===== src/rtl/sdp_pkg.sv =====
package sdp_pkg;
   localparam int MAX_COLS = 6;

   // bit c of the result is the keep flag of pattern column c
   function automatic logic [MAX_COLS-1:0] keep_row_a(input int k);
      case (k)
         2:       return 6'b000001;
         3:       return 6'b000101;
         4:       return 6'b000001;
         5:       return 6'b010101;
         6:       return 6'b101001;
         default: return '0;
      endcase
   endfunction

   function automatic logic [MAX_COLS-1:0] keep_row_b(input int k);
      case (k)
         2:       return 6'b000011;
         3:       return 6'b000011;
         4:       return 6'b001111;
         5:       return 6'b001011;
         6:       return 6'b010111;
         default: return '0;
      endcase
   endfunction
endpackage


===== src/rtl/sdp_col_ctr.sv =====
module sdp_col_ctr #(
   parameter int PERIOD = 2,
   parameter int COL_W  = 1
) (
   input  logic             clk,
   input  logic             rst_n,
   input  logic             step,
   output logic [COL_W-1:0] col
);
   localparam logic [COL_W-1:0] LAST = COL_W'(PERIOD - 1);

   generate
      if ((PERIOD & (PERIOD - 1)) == 0) begin : g_pow2
         // period fills the counter exactly: natural wrap
         always_ff @(posedge clk or negedge rst_n) begin
            if (!rst_n)    col <= '0;
            else if (step) col <= col + 1'b1;
         end
      end else begin : g_wrap
         always_ff @(posedge clk or negedge rst_n) begin
            if (!rst_n)    col <= '0;
            else if (step) col <= (col == LAST) ? '0 : col + 1'b1;
         end
      end
   endgenerate
endmodule


===== src/rtl/sdp_keep_lut.sv =====
module sdp_keep_lut
   import sdp_pkg::*;
#(
   parameter int RATE_NUM = 2,
   parameter int COL_W    = 1
) (
   input  logic [COL_W-1:0] col,
   output logic             keep_a,
   output logic             keep_b
);
   localparam logic [MAX_COLS-1:0] ROW_A = keep_row_a(RATE_NUM);
   localparam logic [MAX_COLS-1:0] ROW_B = keep_row_b(RATE_NUM);

   logic [RATE_NUM-1:0] row_a_v;
   logic [RATE_NUM-1:0] row_b_v;

   assign row_a_v = ROW_A[RATE_NUM-1:0];
   assign row_b_v = ROW_B[RATE_NUM-1:0];
   assign keep_a  = row_a_v[col];
   assign keep_b  = row_b_v[col];
endmodule


===== src/rtl/sdp_pair_asm.sv =====
module sdp_pair_asm #(
   parameter int SYM_W = 4
) (
   input  logic               clk,
   input  logic               rst_n,
   input  logic               in_en,
   input  logic [SYM_W-1:0]   in_sym,
   input  logic               keep_a,
   input  logic               keep_b,
   output logic               col_done,
   output logic               out_vld,
   output logic [2*SYM_W-1:0] out_pair
);
   localparam logic [SYM_W-1:0] ERASE = '0;

   logic               held_q;
   logic [SYM_W-1:0]   hold_q;
   logic               take_a;
   logic               closes;
   logic [2*SYM_W-1:0] pair_d;

   always_comb begin
      take_a = in_en && keep_a && !held_q;
      closes = in_en && !(take_a && keep_b);
      if (take_a) pair_d = {in_sym, ERASE};
      else        pair_d = {(keep_a ? hold_q : ERASE), in_sym};
   end

   assign col_done = closes;

   always_ff @(posedge clk or negedge rst_n) begin
      if (!rst_n) begin
         held_q   <= 1'b0;
         hold_q   <= '0;
         out_vld  <= 1'b0;
         out_pair <= '0;
      end else begin
         if (in_en) begin
            held_q <= take_a && keep_b;
            if (take_a && keep_b) hold_q <= in_sym;
         end
         out_vld <= closes;
         if (closes) out_pair <= pair_d;
      end
   end
endmodule


===== src/rtl/sym_depunct.sv =====
module sym_depunct #(
   parameter int SYM_W    = 4,
   parameter int RATE_NUM = 2
) (
   input  logic               clk,
   input  logic               rst_n,
   input  logic               in_en,
   input  logic [SYM_W-1:0]   in_sym,
   output logic               out_vld,
   output logic [2*SYM_W-1:0] out_pair
);
   localparam int COL_W = (RATE_NUM > 1) ? $clog2(RATE_NUM) : 1;

   generate
      if (RATE_NUM < 2 || RATE_NUM > 6) begin : g_bad_rate
         $error("sym_depunct: RATE_NUM must lie in 2..6");
      end
      if (SYM_W < 2) begin : g_bad_width
         $error("sym_depunct: SYM_W must be at least 2");
      end
   endgenerate

   logic [COL_W-1:0] col;
   logic             keep_a;
   logic             keep_b;
   logic             col_done;

   sdp_col_ctr #(.PERIOD(RATE_NUM), .COL_W(COL_W)) u_col (
      .clk   (clk),
      .rst_n (rst_n),
      .step  (col_done),
      .col   (col)
   );

   sdp_keep_lut #(.RATE_NUM(RATE_NUM), .COL_W(COL_W)) u_lut (
      .col    (col),
      .keep_a (keep_a),
      .keep_b (keep_b)
   );

   sdp_pair_asm #(.SYM_W(SYM_W)) u_asm (
      .clk      (clk),
      .rst_n    (rst_n),
      .in_en    (in_en),
      .in_sym   (in_sym),
      .keep_a   (keep_a),
      .keep_b   (keep_b),
      .col_done (col_done),
      .out_vld  (out_vld),
      .out_pair (out_pair)
   );
endmodule


===== config.mk =====
export PLATFORM = sky130hd
export DESIGN_NAME = sym_depunct
export DESIGN_NICKNAME = d
export VERILOG_FILES = /design/src/rtl/sdp_pkg.sv /design/src/rtl/sdp_col_ctr.sv /design/src/rtl/sdp_keep_lut.sv /design/src/rtl/sdp_pair_asm.sv /design/src/rtl/sym_depunct.sv
export SDC_FILE = /design/constraint.sdc
export NUM_CORES = 1
export LEC_CHECK = 0
export BUFFER_PORTS_ARGS = -buffer_cell sky130_fd_sc_hd__buf_2
export CAP_MARGIN = 20
export CORE_ASPECT_RATIO = 0.6
export CORE_UTILIZATION = 24
export CTS_BUF_LIST = sky130_fd_sc_hd__clkbuf_2 sky130_fd_sc_hd__clkbuf_4 sky130_fd_sc_hd__clkbuf_8
export DETAILED_ROUTE_END_ITERATION = 10
export GPL_ROUTABILITY_DRIVEN = 0
export PLACE_DENSITY_LB_ADDON = 0.25
export SLEW_MARGIN = 5
export SYNTH_ARGS = -nofsm -noshare
export SYNTH_HDL_FRONTEND = slang
export SYNTH_SLANG_ARGS = --single-unit
export TNS_END_PERCENT = 30

===== constraint.sdc =====
create_clock -name clk -period 2 [get_ports clk]
set_clock_uncertainty 0.15 [all_clocks]
set_input_delay 0.4 -clock clk [delete_from_list [all_inputs] [get_ports clk]]
set_output_delay 0.4 -clock clk [all_outputs]
set_load 0.1 [all_outputs]

==> key figures, run 1 <==
Drt
  – Drc violations: 0
  – DRT iter0 DRCs: 3
  – Post-DRT Antenna Nets: 0
  – TritonRoute pass-1 iters: 4
  – Vias: 424
  – Vias per inst: 4.28
  – WL/cell: 12.6 um
  – Routed wire length: 1.25 mm

Yosys
  – Syn Nets: 57
  – Yosys Warn Count: 0
  – Syn Inst Count: 50
  – Sequential fraction of the synthesis area: 58.7%
  – Synthesized area per cell: 12.8 um^2
  – Synthesized cell area: 639 um^2
  – Area contributors post-synth: dfrtp_1 (59%), mux2_2 (14%), o221ai_1 (5.5%)
  – Biggest area consumer among synthesized cells: dfrtp_1
  – Synth Register Bits: 15
  – Yosys top cell area share: 58.7%
  – Synth unique cells: 15

Clock network
  – CTS clk-pin slew, worst paths: 60 ps
  – CTS Sinks: 15
  – Htree depth: 1
  – CTS tree: done
  – Post-cts gate resize count: 0
  – Clock buffer depth: 2
  – Root Buffer: clkbuf_8
  – Num CTS Buffers: 3
  – Clk_lat worst skew: 250 ps
  – Number of setup buffers added after CTS: 0

Timing
  – Tmin final: 1620 ps
  – Final hold violation count: 0
  – RSZ-0062 raised after global routing: false
  – Slew of the pin with the lowest slew margin: 490 ps
  – Pins Over Slew Limit: 0
  – Tcrit/Tclk final: 81.2%
  – Setup violations, final: 0
  – F_max: 0.615 GHz
  – Setup TNS: 0 ps
  – Slew margin rel.: 67.6%

Final layout
  – Design area: 795 um^2
  – Commonest non-fill, non-tap cells in the layout: buf_2 (15), dfrtp_1 (15), mux2_2 (8), inv_1 (6)
  – # fillers: 268
  – Number of diodes: 0
  – Net count reported at finish: 75
  – Area Growth Syn to Fin: 24.3%
  – Share of cells above drive strength 1: 44.8%

Die
  – Die X: 68.6 um
  – Initial core utilization: 25.3%
  – Die Ht: 42.0 um
  – I/O pin count: 16
  – Die area: 2880 um^2
  – Core Rows: 14
  – Core area: 2520 um^2

Worst setup path
  – Crit-path cells: buf_2
  – CP required: 1450 ps
  – Crit path largest cell delay: 440 ps
  – Crit path max-delay family: buffers and inverters
  – Crit end category: output pin
  – Critical path arrival: 1070 ps
  – Startpoint type of the worst setup path: flip-flop
  – Crit path buf inv count: 1
  – Crit path kind: flip-flop to output pin
  – Slowest CP cell: buf_2
  – Worst Path Max Fanout: 3

Job
  – Max Cap Viol: 0

Global routing
  – GRT Util Overall: 11.2%
  – Global-route wire length before repair: 2.19 mm
  – Initial antenna violation count: 0
  – GRT overflow: 0
  – Vias in the first global route: 421
  – Largest net degree at the start of global routing: 16

Run status
  – Status: completed

Worst hold path
  – Hold Crit Class: input port to flip-flop

Placed design
  – Placed Area: 738 um^2
  – Detailed-placement wirelength estimate: 952 um
  – Port Buf Inserts: 15
[per-stage QoR]
stage / hold WS (ps) / util (%) / worst slack (ps) / instances
3_5_place_dp: 178 / 29.3 / 401 / 94
5_1_grt: 253 / 31.5 / 335 / 99
6_report: 250 / 31.5 / 375 / 99
4_1_cts: 245 / 31.5 / 364 / 99
3_3_place_gp: 178 / 29.3 / 432 / 94
2_1_floorplan: -45.6 / - / 538 / 50
[repair_timing]
action / in CTS / in global routing
hold buffers: 1 / 0
endpoints found under the hold margin: 15 / 0
setup endpoints to repair: 0 / 0
[flip-flops by register name (all words and copies together) (netlist names)]
name	count
u_col.col	1
u_asm.hold_q	4
u_asm.out_vld	1
u_asm.held_q	1
u_asm.out_pair	8
[cells by family after synthesis]
group	Yosys count	synth area share [%]
DFF	15	58.7
and+or+nand+nor	11	11.5
AOI/OAI and AO/OA	6	8.02
buffers and inverters	9	6.07
muxes	9	15.7
[Yosys cell counts]
cell / n
a21o_1: 1
buf_2: 1
buf_4: 1
clkbuf_1: 1
dfrtp_1: 15
inv_1: 6
mux2_2: 8
mux2i_1: 1
nand2_1: 1
nand2b_1: 4
nand3_1: 4
nor3b_4: 1
o21ai_2: 1
o221ai_1: 4
or2_2: 1
[cell type report]
class | instances | area [um^2] | share of cell area (%)
sequential | 15 | 375 | 47.2
multi-input combinational | 26 | 225 | 28.3
timing repair buffer | 16 | 85.1 | 10.7
clock buffer | 3 | 41.3 | 5.20
tap | 32 | 40.0 | 5.04
inverter | 6 | 22.5 | 2.83
clock inverter | 1 | 5.00 | 0.630
[worst paths after layout]
kind / start / to / slack (ps) / cells past startpoint
setup / recovery: u_asm.out_pair[7]$_DFFE_PN0P_ / out_pair[7] / 380 / 1
hold / removal: in_sym[1] / u_asm.hold_q[1]$_DFFE_PN0P_ / 250 / 2
setup reg to reg: u_col.col$_DFFE_PN0P_ / u_asm.hold_q[3]$_DFFE_PN0P_ / 500 / 2
hold reg to reg: u_asm.out_pair[2]$_DFFE_PN0P_ / u_asm.out_pair[2]$_DFFE_PN0P_ / 360 / 1
max in group asynchronous: rst_n / u_asm.hold_q[3]$_DFFE_PN0P_ / 1010 / 2
min in group asynchronous: rst_n / u_col.col$_DFFE_PN0P_ / 440 / 2
[worst register-to-register path: stages (launching register included)]
cell	delay (ps)
dfrtp_1	510
nor3b_4	360
mux2_2	370
[layer usage]
| metal | track usage (%) | share of wire [%] |
|---|---|---|
| met2 | 12.7 | 39 |
| met4 | 5.00 | 1.7 |
| met5 | 0 | 0 |
| met1 | 16.9 | 51 |
| met3 | 5.43 | 7.7 |
Power of run 1 is left out: the tool's default activity adds up to more than one toggle a clock period on the data nets, which glitch-free logic cannot reach.
==> run 2: changes to the inputs <==
- ABC_AREA: not set -> 1
- clock period: 2 -> 1.7 ns (I/O delays scaled with it)
==> run 2 against run 1 <==
  * Critical path type unchanged
  * Critical endpoint is now out_pair[1]
  * Cell area decreased by 3.9%
  * Non-clock buffer count unchanged
  * Sequential cell count unchanged
==> key figures, run 2 <==
Clock network
  – CTS Sinks: 15
  – CTS tree: done
  – Clk_lat worst skew: 240 ps
  – Clock buffer depth: 2
  – Htree depth: 1
  – Number of setup buffers added after CTS: 0
  – Root Buffer: clkbuf_8
  – Num CTS Buffers: 3
  – CTS clk-pin slew, worst paths: 60 ps

Worst setup path
  – Crit path max-delay family: buffers and inverters
  – Startpoint type of the worst setup path: flip-flop
  – Slowest CP cell: buf_2
  – CP required: 1210 ps
  – Worst Path Max Fanout: 2
  – Critical path arrival: 1020 ps
  – Crit path kind: flip-flop to output pin
  – Crit path largest cell delay: 430 ps
  – Crit end category: output pin
  – Crit path buf inv count: 1
  – Crit-path cells: buf_2

Timing
  – Slew of the pin with the lowest slew margin: 488 ps
  – Setup TNS: 0 ps
  – Slew margin rel.: 67.7%
  – Tmin final: 1510 ps
  – Final hold violation count: 0
  – RSZ-0062 raised after global routing: false
  – Tcrit/Tclk final: 89.0%
  – Pins Over Slew Limit: 0
  – Setup violations, final: 0
  – F_max: 0.661 GHz

Global routing
  – GRT overflow: 0
  – Global-route wire length before repair: 1.83 mm
  – GRT Util Overall: 10.0%
  – Initial antenna violation count: 0
  – Largest net degree at the start of global routing: 16
  – Vias in the first global route: 378

Yosys
  – Area contributors post-synth: dfrtp_1 (61%), nand2_1 (15%), o21ai_2 (7.1%)
  – Synth Register Bits: 15
  – Synthesized area per cell: 9.97 um^2
  – Syn Inst Count: 62
  – Yosys Warn Count: 0
  – Number of flops mapped to enable cells by yosys: 0
  – Yosys top cell area share: 60.7%
  – Biggest area consumer among synthesized cells: dfrtp_1
  – Synthesized cell area: 618 um^2
  – Synth async-reset ratio: 100%
  – Synth unique cells: 10
  – Syn Nets: 69
  – Synth Flop Type: dfrtp_1
  – Sequential fraction of the synthesis area: 60.7%
  – Top cell types by occurrence after synthesis: nand2_1 (24), dfrtp_1 (15), inv_1 (7)
  – Count leader, synth: nand2_1

Drt
  – DRT iter0 DRCs: 17
  – Routed wire length: 1.10 mm
  – Post-DRT Antenna Nets: 0
  – Drc violations: 0
  – TritonRoute pass-1 iters: 5
  – Vias per inst: 4.02
  – Vias: 442
  – WL/cell: 9.98 um

Die
  – Die X: 67.5 um
  – Die Ht: 41.3 um
  – Initial core utilization: 27.0%
  – I/O pin count: 16
  – Die area: 2790 um^2
  – Core area: 2290 um^2
  – Core Rows: 13

Final layout
  – Number of diodes: 0
  – Largest regs: u_asm.out_pair: 8 flops, u_asm.hold_q: 4 flops
  – Commonest non-fill, non-tap cells in the layout: nand2_1 (24), buf_2 (15), dfrtp_1 (15), inv_1 (7)
  – Share of cells above drive strength 1: 32.5%
  – Max reg flops: 8
  – Core Util, Final: 33.3%
  – Largest reg by FF count: u_asm.out_pair
  – Area Growth Syn to Fin: 23.5%
  – Most common cell after layout, fill and taps aside: nand2_1
  – Non-filler cells, final: 110
  – Net count reported at finish: 88

Placed design
  – Port Buf Inserts: 15
  – Placed instance count: 105
  – Detailed-placement wirelength estimate: 803 um

Job
  – Max Cap Viol: 0

Worst hold path
  – Hold Crit Class: input port to flip-flop

Run status
  – Status: completed
==> run 2: cell types whose count changed after synthesis, sizes merged <==
cell	change
a21o	-1
clkbuf	-1
inv	+2
mux2	-8
mux2i	-1
nand2	+23
nand2b	-4
nand3	+2
nor3b	-1
o21ai	+6
o221ai	-4
or2	-1
==> run 2: area by class of cell <==
cell class                 count  area [um^2]
sequential                    15          375
timing repair buffer          16         85.1
fill                         247         1530
tap                           30         37.5
clock buffer                   4         48.8
inverter                       8         30.0
multi-input combinational     37          186
==> run 2: metal layers <==
layer | vias up | part of all wire (%) | global-route usage (%)
li1 | 228 | - | -
met1 | 199 | 53 | 13.2
met2 | 15 | 37 | 14.1
met3 | 0 | 9.2 | 5.16
met4 | 0 | 0 | 3.19
met5 | - | 0 | 0
==> run 2: timing repair <==
| item | in CTS | in global routing |
|---|---|---|
| hold buffers | 1 | 0 |
| gates resized for setup | 0 | 0 |
| endpoints found under the setup margin | 0 | 0 |
| endpoints found under the hold margin | 15 | 0 |
==> run 2: per-stage QoR <==
| stage | cell area, um^2 | hold WS (ps) | setup slack [ps] |
|---|---|---|---|
| 4_1_cts | 763 | 186 | 175 |
| 2_1_floorplan | 618 | -106 | 312 |
| 6_report | 763 | 186 | 188 |
| 3_5_place_dp | 704 | 115 | 454 |
| 5_1_grt | 763 | 207 | 147 |
| 3_3_place_gp | 704 | 110 | 463 |
==> run 2: kinds of logic (layout without fill, tap and decap cells) <==
kind of cell	count (synthesis)	in the layout	synth area share, %
buffers and inverters	10	28	9.11
AOI/OAI and AO/OA	7	7	8.70
and+or+nand+nor	30	30	21.5
DFF	15	15	60.7
==> run 2: path summary, 6_finish.rpt <==
path	from	end	slack [ps]	cells past startpoint
hold reg to reg	u_asm.out_pair[6]$_DFFE_PN0P_	u_asm.out_pair[6]$_DFFE_PN0P_	320	2
min in group asynchronous	rst_n	u_asm.out_pair[5]$_DFFE_PN0P_	380	2
max in group asynchronous	rst_n	u_asm.hold_q[2]$_DFFE_PN0P_	770	2
hold / removal	in_sym[2]	u_asm.out_pair[2]$_DFFE_PN0P_	190	3
setup reg to reg	u_asm.held_q$_DFFE_PN0P_	u_asm.out_pair[2]$_DFFE_PN0P_	540	3
setup / recovery	u_asm.out_pair[1]$_DFFE_PN0P_	out_pair[1]	190	1
Power of run 2 is left out for the same reason.
==> run 3: changes to the inputs <==
- REMOVE_ABC_BUFFERS: not set -> 1
==> run 3 against run 2 <==
  * Register-to-register slack about the same
  * First-iteration DRC count up 5.9%
  * Final cell count unchanged
  * Clock-buffer cell count unchanged
  * Sequential cell count unchanged
  * Maximum frequency up 0.22%
  * Cell area unchanged
  * Routed wire length up 5.7%
  * Worst setup slack better by 3.3 ps
  * Die area unchanged
  * Critical path depth unchanged
  * Global-route usage up 0.79 points
==> key figures, run 3 (synthesized netlist as in run 2, its figures left out) <==
Run status
  – Status: completed

Drt
  – Drc violations: 0
  – Vias per inst: 3.95
  – Vias: 435
  – TritonRoute pass-1 iters: 4
  – WL/cell: 10.6 um
  – DRT iter0 DRCs: 18
  – Post-DRT Antenna Nets: 0
  – Routed wire length: 1.16 mm

Die
  – Die area: 2790 um^2
  – I/O pin count: 16
  – Die Ht: 41.3 um
  – Die X: 67.5 um
  – Core area: 2290 um^2
  – Initial core utilization: 27.0%
  – Core Rows: 13

Clock network
  – Number of setup buffers added after CTS: 0
  – Htree depth: 1
  – Num CTS Buffers: 3
  – CTS clk-pin slew, worst paths: 60 ps
  – CTS tree: done
  – Clock buffer depth: 2
  – CTS Sinks: 15
  – Root Buffer: clkbuf_8
  – Clk_lat worst skew: 240 ps

Final layout
  – Area Growth Syn to Fin: 23.5%
  – Number of diodes: 0
  – Max reg flops: 8
  – # fillers: 251
  – Largest reg by FF count: u_asm.out_pair
  – Largest regs: u_asm.out_pair: 8 flops, u_asm.hold_q: 4 flops
  – Net count reported at finish: 88
  – Most common cell after layout, fill and taps aside: nand2_1
  – Area of the multi-input gates: 186 um^2
  – Commonest non-fill, non-tap cells in the layout: nand2_1 (24), buf_2 (15), dfrtp_1 (15), inv_1 (7)
  – Sequential cell area: 375 um^2
  – Share of cells above drive strength 1: 32.5%

Placed design
  – Detailed-placement wirelength estimate: 836 um
  – Port Buf Inserts: 15

Global routing
  – Initial antenna violation count: 0
  – Largest net degree at the start of global routing: 16
  – GRT overflow: 0
  – GRT Util Overall: 10.8%
  – Global-route wire length before repair: 1.97 mm
  – Vias in the first global route: 420

Worst setup path
  – Worst Reg2Reg Path Length in Cells: 3
  – CP required: 1210 ps
  – Reg2reg end: u_asm.out_pair[2]$_DFFE_PN0P_
  – Crit-path cells: buf_2
  – R2r setup slk: 540 ps
  – Setup crit end: out_pair[4]
  – R2r startpoint: u_asm.held_q$_DFFE_PN0P_
  – Crit path kind: flip-flop to output pin
  – Crit end category: output pin
  – Slowest CP cell: buf_2
  – Startpoint type of the worst setup path: flip-flop
  – Crit path largest cell delay: 430 ps
  – CP startpoint: u_asm.out_pair[4]$_DFFE_PN0P_
  – Critical Path Stages: 1
  – Crit path buf inv count: 1
  – Crit path max-delay family: buffers and inverters
  – Critical path arrival: 1020 ps
  – Worst Path Max Fanout: 2

Timing
  – Setup TNS: 0 ps
  – Slew margin rel.: 67.6%
  – Tcrit/Tclk final: 88.8%
  – Final hold violation count: 0
  – Slew of the pin with the lowest slew margin: 490 ps
  – Pins Over Slew Limit: 0
  – RSZ-0062 raised after global routing: false
  – F_max: 0.663 GHz
  – Setup violations, final: 0
  – Tmin final: 1510 ps

Worst hold path
  – Hold Crit Class: input port to flip-flop
  – Hold Path Cell Cnt: 3

Job
  – Max Cap Viol: 0
[run 3: cell counts in the layout (fill, tap and decap cells not counted)]
Identical to the previous run, type by type.
[run 3: cell type report]
class	instances	area share [%]
sequential	15	49.2
multi-input combinational	37	24.4
timing repair buffer	16	11.1
clock buffer	4	6.39
tap	30	4.92
inverter	8	3.93
[run 3: worst min-delay path by stage]
stage	start	end
finish	in_sym[3]	u_asm.out_pair[3]$_DFFE_PN0P_
global route	in_sym[2]	u_asm.hold_q[2]$_DFFE_PN0P_
CTS	in_sym[1]	u_asm.out_pair[1]$_DFFE_PN0P_
detailed placement	rst_n	u_asm.out_pair[5]$_DFFE_PN0P_
global placement	rst_n	u_asm.out_pair[5]$_DFFE_PN0P_
floorplan	rst_n	u_asm.held_q$_DFFE_PN0P_
[run 3: stage by stage]
| step | instance area (um^2) | utilization, % | std cells | setup WS (ps) | hold WS, ps |
|---|---|---|---|---|---|
| 5_1_grt | 763 | 33.3 | 110 | 142 | 199 |
| 3_3_place_gp | 704 | 30.7 | 105 | 463 | 115 |
| 4_1_cts | 763 | 33.3 | 110 | 179 | 188 |
| 2_1_floorplan | 592 | - | 60 | 312 | -106 |
| 3_5_place_dp | 704 | 30.7 | 105 | 453 | 120 |
| 6_report | 763 | 33.3 | 110 | 191 | 192 |
[run 3: per-layer routing]
metal,GRT usage (%),up-vias,share of wire (%)
met5,0,-,0
met4,3.19,0,1.0
met3,6.79,2,8.5
met2,15.3,15,36
met1,13.4,188,54
li1,-,230,-
[run 3: what timing repair did]
item                      in CTS  in global routing
hold buffers                   1                  0
hold endpoints to repair      15                  0
resized for setup              0                  0
Power of run 3 is left out for the same reason.
